===== src/rtl/qspi_seq_pkg.sv =====
package qspi_seq_pkg;
    typedef enum logic [2:0] {
        PH_IDLE,
        PH_SER,
        PH_QOUT,
        PH_DUMMY,
        PH_DATA
    } phase_e;
endpackage


===== src/rtl/qspi_seq_div.sv =====
module qspi_seq_div #(
    parameter int DIV = 4
) (
    input  logic clk,
    input  logic rst_n,
    input  logic run,
    output logic sclk,
    output logic rise_now,
    output logic slot_end
);
    localparam int LO = DIV / 2;
    localparam int CW = (DIV > 2) ? $clog2(DIV) : 1;

    logic [CW-1:0] cnt_q, cnt_d;
    logic          sclk_q, sclk_d;

    always_comb begin
        if (!run)
            cnt_d = '0;
        else if (cnt_q == CW'(DIV - 1))
            cnt_d = '0;
        else
            cnt_d = cnt_q + 1'b1;
        sclk_d = run && (cnt_d >= CW'(LO));
    end

    always_ff @(posedge clk or negedge rst_n) begin
        if (!rst_n) begin
            cnt_q  <= '0;
            sclk_q <= 1'b0;
        end else begin
            cnt_q  <= cnt_d;
            sclk_q <= sclk_d;
        end
    end

    assign sclk     = sclk_q;
    assign rise_now = run && (cnt_q == CW'(LO - 1));
    assign slot_end = run && (cnt_q == CW'(DIV - 1));
endmodule


===== src/rtl/qspi_seq_rxpack.sv =====
module qspi_seq_rxpack (
    input  logic       clk,
    input  logic       rst_n,
    input  logic       sample,
    input  logic       hi_half,
    input  logic [3:0] nib,
    output logic [7:0] rx_data,
    output logic       rx_valid
);
    logic [3:0] hi_q, hi_d;
    logic [7:0] byte_q, byte_d;
    logic       vld_q, vld_d;

    always_comb begin
        hi_d   = hi_q;
        byte_d = byte_q;
        vld_d  = 1'b0;
        if (sample) begin
            if (hi_half) begin
                hi_d = nib;
            end else begin
                byte_d = {hi_q, nib};
                vld_d  = 1'b1;
            end
        end
    end

    always_ff @(posedge clk or negedge rst_n) begin
        if (!rst_n) begin
            hi_q   <= '0;
            byte_q <= '0;
            vld_q  <= 1'b0;
        end else begin
            hi_q   <= hi_d;
            byte_q <= byte_d;
            vld_q  <= vld_d;
        end
    end

    assign rx_data  = byte_q;
    assign rx_valid = vld_q;
endmodule


===== src/rtl/qspi_seq.sv =====
module qspi_seq
    import qspi_seq_pkg::*;
#(
    parameter int          DIV    = 4,
    parameter int          CNT_W  = 9,
    parameter logic [7:0]  CMD_RD = 8'hEB,
    parameter logic [7:0]  CMD_WR = 8'h32
) (
    input  logic             clk,
    input  logic             rst_n,
    input  logic             start,
    input  logic             op_prog,
    input  logic [23:0]      addr,
    input  logic [7:0]       mode_bits,
    input  logic [CNT_W-1:0] byte_cnt,
    input  logic [7:0]       tx_data,
    input  logic             tx_valid,
    output logic             tx_ready,
    output logic [7:0]       rx_data,
    output logic             rx_valid,
    output logic             busy,
    output logic             done,
    output logic             sclk,
    output logic             cs_n,
    output logic [3:0]       io_out,
    output logic [3:0]       io_oe,
    input  logic [3:0]       io_in
);
    localparam int LW = (CNT_W + 1 > 6) ? CNT_W + 1 : 6;

    typedef struct packed {
        phase_e           ph;
        logic             prog;
        logic [39:0]      sr;
        logic [LW-1:0]    left;
        logic [CNT_W-1:0] nb;
        logic [CNT_W-1:0] tx_left;
        logic [7:0]       tx_buf;
        logic             tx_full;
        logic             tx_rdy;
        logic             stall;
        logic             run;
        logic             cs_n;
        logic [3:0]       io_o;
        logic [3:0]       io_e;
        logic             busy;
        logic             done;
    } st_t;

    st_t q, d;
    logic rise_now, slot_end;
    logic [39:0] sr_n;
    logic [LW-1:0] data_slots;

    qspi_seq_div #(.DIV(DIV)) div_i (
        .clk      (clk),
        .rst_n    (rst_n),
        .run      (q.run),
        .sclk     (sclk),
        .rise_now (rise_now),
        .slot_end (slot_end)
    );

    qspi_seq_rxpack rx_i (
        .clk      (clk),
        .rst_n    (rst_n),
        .sample   ((q.ph == PH_DATA) && !q.prog && rise_now),
        .hi_half  (q.left[0]),
        .nib      (io_in),
        .rx_data  (rx_data),
        .rx_valid (rx_valid)
    );

    assign data_slots = {q.nb, 1'b0} - LW'(1);

    always_comb begin
        d      = q;
        d.done = 1'b0;
        sr_n   = q.sr;
        if (q.tx_rdy && tx_valid) begin
            d.tx_buf  = tx_data;
            d.tx_full = 1'b1;
            d.tx_left = q.tx_left - 1'b1;
        end
        if (q.ph == PH_IDLE) begin
            if (start && (byte_cnt != '0)) begin
                d.ph      = PH_SER;
                d.prog    = op_prog;
                d.sr      = {op_prog ? CMD_WR : CMD_RD, addr, mode_bits};
                d.left    = op_prog ? LW'(31) : LW'(7);
                d.nb      = byte_cnt;
                d.tx_left = op_prog ? byte_cnt : '0;
                d.tx_full = 1'b0;
                d.stall   = 1'b0;
                d.run     = 1'b1;
                d.cs_n    = 1'b0;
                d.busy    = 1'b1;
                d.io_o    = {3'b000, op_prog ? CMD_WR[7] : CMD_RD[7]};
                d.io_e    = 4'b0001;
            end
        end else if (q.stall) begin
            if (q.tx_full) begin
                d.stall = 1'b0;
                d.run   = 1'b1;
                d.io_o  = q.tx_buf[7:4];
            end
        end else if (slot_end) begin
            if (q.ph == PH_SER)
                sr_n = q.sr << 1;
            else if (q.ph == PH_QOUT)
                sr_n = q.sr << 4;
            d.sr = sr_n;
            if (q.left != '0) begin
                d.left = q.left - 1'b1;
            end else begin
                case (q.ph)
                    PH_SER: begin
                        d.ph   = q.prog ? PH_DATA : PH_QOUT;
                        d.left = q.prog ? data_slots : LW'(7);
                    end
                    PH_QOUT: begin
                        d.ph   = PH_DUMMY;
                        d.left = LW'(3);
                    end
                    PH_DUMMY: begin
                        d.ph   = PH_DATA;
                        d.left = data_slots;
                    end
                    default: begin
                        d.ph   = PH_IDLE;
                        d.run  = 1'b0;
                        d.cs_n = 1'b1;
                        d.busy = 1'b0;
                        d.done = 1'b1;
                    end
                endcase
            end
            case (d.ph)
                PH_SER: begin
                    d.io_o = {3'b000, sr_n[39]};
                    d.io_e = 4'b0001;
                end
                PH_QOUT: begin
                    d.io_o = sr_n[39:36];
                    d.io_e = 4'b1111;
                end
                PH_DATA: begin
                    if (!q.prog) begin
                        d.io_o = 4'b0000;
                        d.io_e = 4'b0000;
                    end else begin
                        d.io_e = 4'b1111;
                        if (d.left[0]) begin
                            if (q.tx_full) begin
                                d.io_o = q.tx_buf[7:4];
                            end else begin
                                d.stall = 1'b1;
                                d.run   = 1'b0;
                            end
                        end else begin
                            d.io_o    = q.tx_buf[3:0];
                            d.tx_full = 1'b0;
                        end
                    end
                end
                default: begin
                    d.io_o = 4'b0000;
                    d.io_e = 4'b0000;
                end
            endcase
        end
        d.tx_rdy = d.busy && d.prog && !d.tx_full && (d.tx_left != '0);
    end

    always_ff @(posedge clk or negedge rst_n) begin
        if (!rst_n) begin
            q      <= '0;
            q.ph   <= PH_IDLE;
            q.cs_n <= 1'b1;
        end else begin
            q <= d;
        end
    end

    assign tx_ready = q.tx_rdy;
    assign busy     = q.busy;
    assign done     = q.done;
    assign cs_n     = q.cs_n;
    assign io_out   = q.io_o;
    assign io_oe    = q.io_e;
endmodule


===== config.mk =====
export PLATFORM = sky130hd
export DESIGN_NAME = qspi_seq
export DESIGN_NICKNAME = d
export VERILOG_FILES = /design/src/rtl/qspi_seq_pkg.sv /design/src/rtl/qspi_seq_div.sv /design/src/rtl/qspi_seq_rxpack.sv /design/src/rtl/qspi_seq.sv
export SDC_FILE = /design/constraint.sdc
export NUM_CORES = 1
export LEC_CHECK = 0
export ABC_AREA = 1
export BUFFER_PORTS_ARGS = -buffer_cell sky130_fd_sc_hd__buf_4
export CAP_MARGIN = 20
export CORE_MARGIN = 2
export CORE_UTILIZATION = 63
export CTS_CLUSTER_SIZE = 30
export DETAILED_ROUTE_END_ITERATION = 8
export PLACE_DENSITY_LB_ADDON = 0.12
export SYNTH_ARGS = -nofsm -noshare
export SYNTH_HDL_FRONTEND = slang
export SYNTH_HIERARCHICAL = 1
export SYNTH_SLANG_ARGS = --single-unit
export TNS_END_PERCENT = 1

===== constraint.sdc =====
create_clock -name clk -period 3.99 [get_ports clk]
set_input_delay 0.5985 -clock clk [delete_from_list [all_inputs] [get_ports clk]]
set_output_delay 0.5985 -clock clk [all_outputs]
set_load 0.01 [all_outputs]

======== Word-level counts from Yosys, hierarchy flattened ========
Index checks and enable logic that the tools add are counted.
storage, ports and cells
  output and inout bits ................... 22
  flip-flop bits (word level) ............. 111
  word-level logic and storage cells ...... 133
cells by class
  eq/ne operators ......................... 14
  muxes and demuxes ....................... 60
  bitwise gates (word level) .............. 1
  reduce and logical (&&, ||, !) cells .... 30
  add/sub/neg operators ................... 4
  order comparisons ....................... 1
operators by type and width
  cell                   count
  $mux 50                3
  $mux 40                2
  $mux 72                1
  $mux 10                5
  $pmux 10 s3            1
  $mux 12                2
  $mux 2                 12
  $mux 3                 8
  $pmux 8 s3             1
  $sub 10x1->10 const B  2
  $mux 18                1
  $mux 9                 2
  $reduce_bool 9->1      2
  $mux 8                 2
  $mux 1                 13
  $mux 13                1
  $mux 4                 3
  $logic_and 1x1->1      10
  $reduce_bool 10->1     1
  $eq 3x2->1 const B     3
  $pmux 3 s3             1
  $sub 9x1->9 const B    1
  $reduce_and 2->1       4
  $reduce_and 4->1       2
  other kinds (20)       27

======== Logic depth before layout (Yosys ltp) ========
  depth after elaboration ................. 16
  depth in mapped cells ................... 16
  depth with buffers taken out ............ 15

======== By module ========
The synthesis kept the hierarchy.
by module, submodules not included
  module           area an instance (µm²)  cells each  instances
  qspi_seq         5,357.6                 730         1
  qspi_seq_rxpack  509.2                   54          1
  qspi_seq_div     112.6                   14          1

======== Least setup slack after synthesis ========
Ideal clock, no wire load.
  path kind ............................... reg2reg
  start ................................... register, netlist name div_i/sclk
  end ..................................... register q[72] (netlist name)
  stages on the path, launching flop included .. 15
  data arrival time ....................... 1.883 ns
  buffers on the path ..................... 2
  required time ........................... 3.852 ns
  path slack .............................. 1.969 ns
  library setup time ...................... 0.138 ns
  cells stage by stage .................... dfrtp_1 -> ha_1 -> nand2_1 -> inv_1 -> inv_2 -> nor2_4 -> inv_2 -> nor2_4 -> inv_2 -> nand2_4 -> inv_2 -> a21oi_4 -> buf_4 -> buf_6 -> a41oi_1
RTL lines
  item       line            text
  to (decl)  qspi_seq.sv:50  st_t q, d;

======== Final worst setup path ========
  start ................................... register div_i.cnt_q[0]
  end ..................................... register q[49] (netlist name)
between the ends
  longest elaborated chain between the ends .. 4
RTL lines
  item                                line                text
  from (decl)                         qspi_seq_div.sv:14  logic [CW-1:0] cnt_q, cnt_d;
  from (signal assigned)              qspi_seq_div.sv:32  cnt_q <= cnt_d;
  $eq 2x2->1                          qspi_seq_div.sv:39  assign slot_end = run && (cnt_q == CW'(DIV - 1));
  $logic_and 1x1->1                   qspi_seq_div.sv:39
  named net slot_end                  qspi_seq.sv:51      logic rise_now, slot_end;
  $reduce_bool 2->1 (no source line)  n/a
  $reduce_and 4->1 (no source line)   n/a
The timed path passes the listed nets, and every way through them passes these cells.
A chain may end at the register's enable or synchronous reset.

==> run metrics <==
async set-reset flop share out of synthesis=100%; reg2reg start=div_i/cnt_q[0]; leakage=approximately 0.0033 uW; post-CTS setup buffers=0; Post-Syn Area=5980 um^2; Final HPWL DP=10.3 mm; setup TNS=0 ps; number of fill cells=729; CTS tree=built; First-pass DRT Iterations=6; routability cong.=0.918; Routed Antenna Nets=0; Tmin final=about 2600 ps; Initial Util=64.7%; crit path max fanout=14; vias in the first global route=5271; Post-synth top flop=dfrtp_1; total number of vias=5583; Overflow after GRT=0; first-pass GRT wire length=23.1 mm; Post-synth EDFFs=0; post-cts gate resize count=0; final wirelength=13.8 mm; fmax=0.386 GHz; Synth Register Bits=108; worst slew pin tran=960 ps; skew final=approximately 12 ps; antenna violations before repair=0; Ys Warns=6; # diodes=0; pre-CTS setup slack=1290 ps; io pins=80; Via density=5.62; Final WS setup=approximately 1400 ps; largest net degree at the start of global routing=51; clk root buf=clkbuf_8; Tcrit/Tclk final=64.9%; clk_lat worst skew=approximately 380 ps; worst hold slack=233 ps; syn avg cell area=roughly 7.5 um^2; initial drt markers=302; Slowest-stage cell, CP=nor2_2; Site Rows=35; Die ar.=10300 um^2; unrepaired setup endpoints after global routing=false; final hold violations=0; layout net count=approximately 900; Worst EP arrival=2880 ps; slew margin rel.=35.7%; GRT Util Overall=28.2%; Mapped Cells=798; clock buffer count from CTS=9; VDD IR max=0.423 mV; commonest cells after routing, fill and taps aside=nand2_1 (271), dfrtp_1 (107), buf_4 (86); final setup vio count=0; Worst Hold Class=primary input to async pin; post-synthesis sequential area ratio=45.2%; fin. max-slew vios=0; Post-route DRC=0; drt wl/cell=13.9 um; CTS clk-pin slew, worst paths=100 ps; IO buf count=79; Crit. End Element=flop; area grow syn2layout=13.6%; fraction of layout cells with a size suffix above 1=15.3%; startpoint class of the critical path=flop; Mapped Nets=roughly 860; H-Tree Depth=3; WP data required=4280 ps; most frequent cell on the critical path=inv_2; worst-path cell chain=ha_1, nand2_1, inv_1, inv_2, nor2_4, inv_2, nor2_4, inv_2, nand2_4, inv_2, nor2_2, nand2_1, a21oi_1, nand2_1, o21ai_0; CTS Buffer Depth=2; crit path from=div_i/cnt_q[0]; WS Path Type=flop to flop; die extent in y=just over 100 um; DIE WIDTH=approximately 100 um; CP max stage delay=390 ps; max_cap viols=0; count of different cell masters after synthesis=41; Post-CTS Hold Buffers=0; Core Region=9240 um^2; Pwr per Cell Area=722 nW/um^2; leading cell type in the layout, fill and taps excluded=nand2_1; final core utilization=~74%; Clock Sinks=108; status=completed
-- area by class of cell --
class | instances | area [um^2] | share of cell area [%]
Multi-Input combinational cell | 571 | 2760 | 40.6
Sequential cell | 108 | 2700 | 39.8
Timing Repair Buffer | 86 | 646 | 9.50
Inverter | 84 | 318 | 4.68
Tap cell | 129 | 161 | 2.38
Clock buffer | 10 | 138 | 2.03
Clock inverter | 6 | 68.8 | 1.01
-- synth_stat cells (7+ instances only) --
master,instances,area (um^2)
clkbuf_1,13,48.8
a21oi_1,11,55.1
o21ai_0,40,200
a31oi_1,20,125
a22oi_1,8,60.1
inv_1,73,274
inv_2,9,33.8
nor2_1,81,304
a41oi_1,25,219
nand3_1,56,280
nand2_1,271,1020
dfrtp_1,107,2680
buf_4,13,97.6
nand4_1,7,43.8
-- state kept, by name, summed over array words and instances (netlist names) --
name,flops
io_oe,2
rx_i/hi_q,4
rx_i/rx_data,8
tx_ready,1
cs_n,1
busy,1
q,83
div_i/sclk,1
div_i/cnt_q,1
rx_i/rx_valid,1
io_out,4
done,1
-- routing by layer --
metal	up-vias	track usage (%)	wire [um]
met4	0	11.4	307
met2	227	48.4	6860
met3	33	5.52	896
li1	2718	-	-
met5	-	0	0
met1	2605	35.2	5780
-- critical path, delay by kind of cell (launching register included) --
family / cells / cell delay, ps
fa+ha+maj: 1 / 190
compound gates: 2 / 260
flops: 1 / 380
buf+inv: 5 / 500
simple gates: 7 / 1180
-- cell families after synthesis --
| kind of cell | count (synthesis) | share of synthesized area, % |
|---|---|---|
| AOI/OAI and AO/OA | 121 | 13.2 |
| xor gates and xnor gates | 7 | 1.03 |
| adders and majority gates | 6 | 1.26 |
| buffers and inverters | 119 | 8.70 |
| DFF | 108 | 45.2 |
| and+or+nand+nor | 437 | 30.6 |
-- report_power, final --
group / leakage, uW / internal, uW / switching (uW) / total, uW
Clock: 0.000109 / 314 / 374 / 688
Sequential: 0.00128 / 1540 / 361 / 1910
Combinational: 0.00195 / 825 / 1490 / 2310
-- worst paths after layout --
kind                                  end  slack [ps]  depth (start not counted)
hold / removal                      q[50]         230                          1
setup reg to reg                    q[49]        1400                         15
max in group asynchronous            cs_n        2870                          2
setup / recovery                    q[49]        1400                         15
min in group clk                    q[22]         410                          3
hold reg to reg            div_i/cnt_q[0]         460                          1
-- through the flow --
stage / total power, uW / std cells / instance area [um^2]
6_report: 4910 / 994 / 6790
5_1_grt: 5340 / 994 / 6790
4_1_cts: 4900 / 994 / 6790
3_5_place_dp: 4210 / 978 / 6590
3_3_place_gp: 4110 / 978 / 6590
2_1_floorplan: 3640 / 798 / 5980
(Power assumes the default switching activity.)
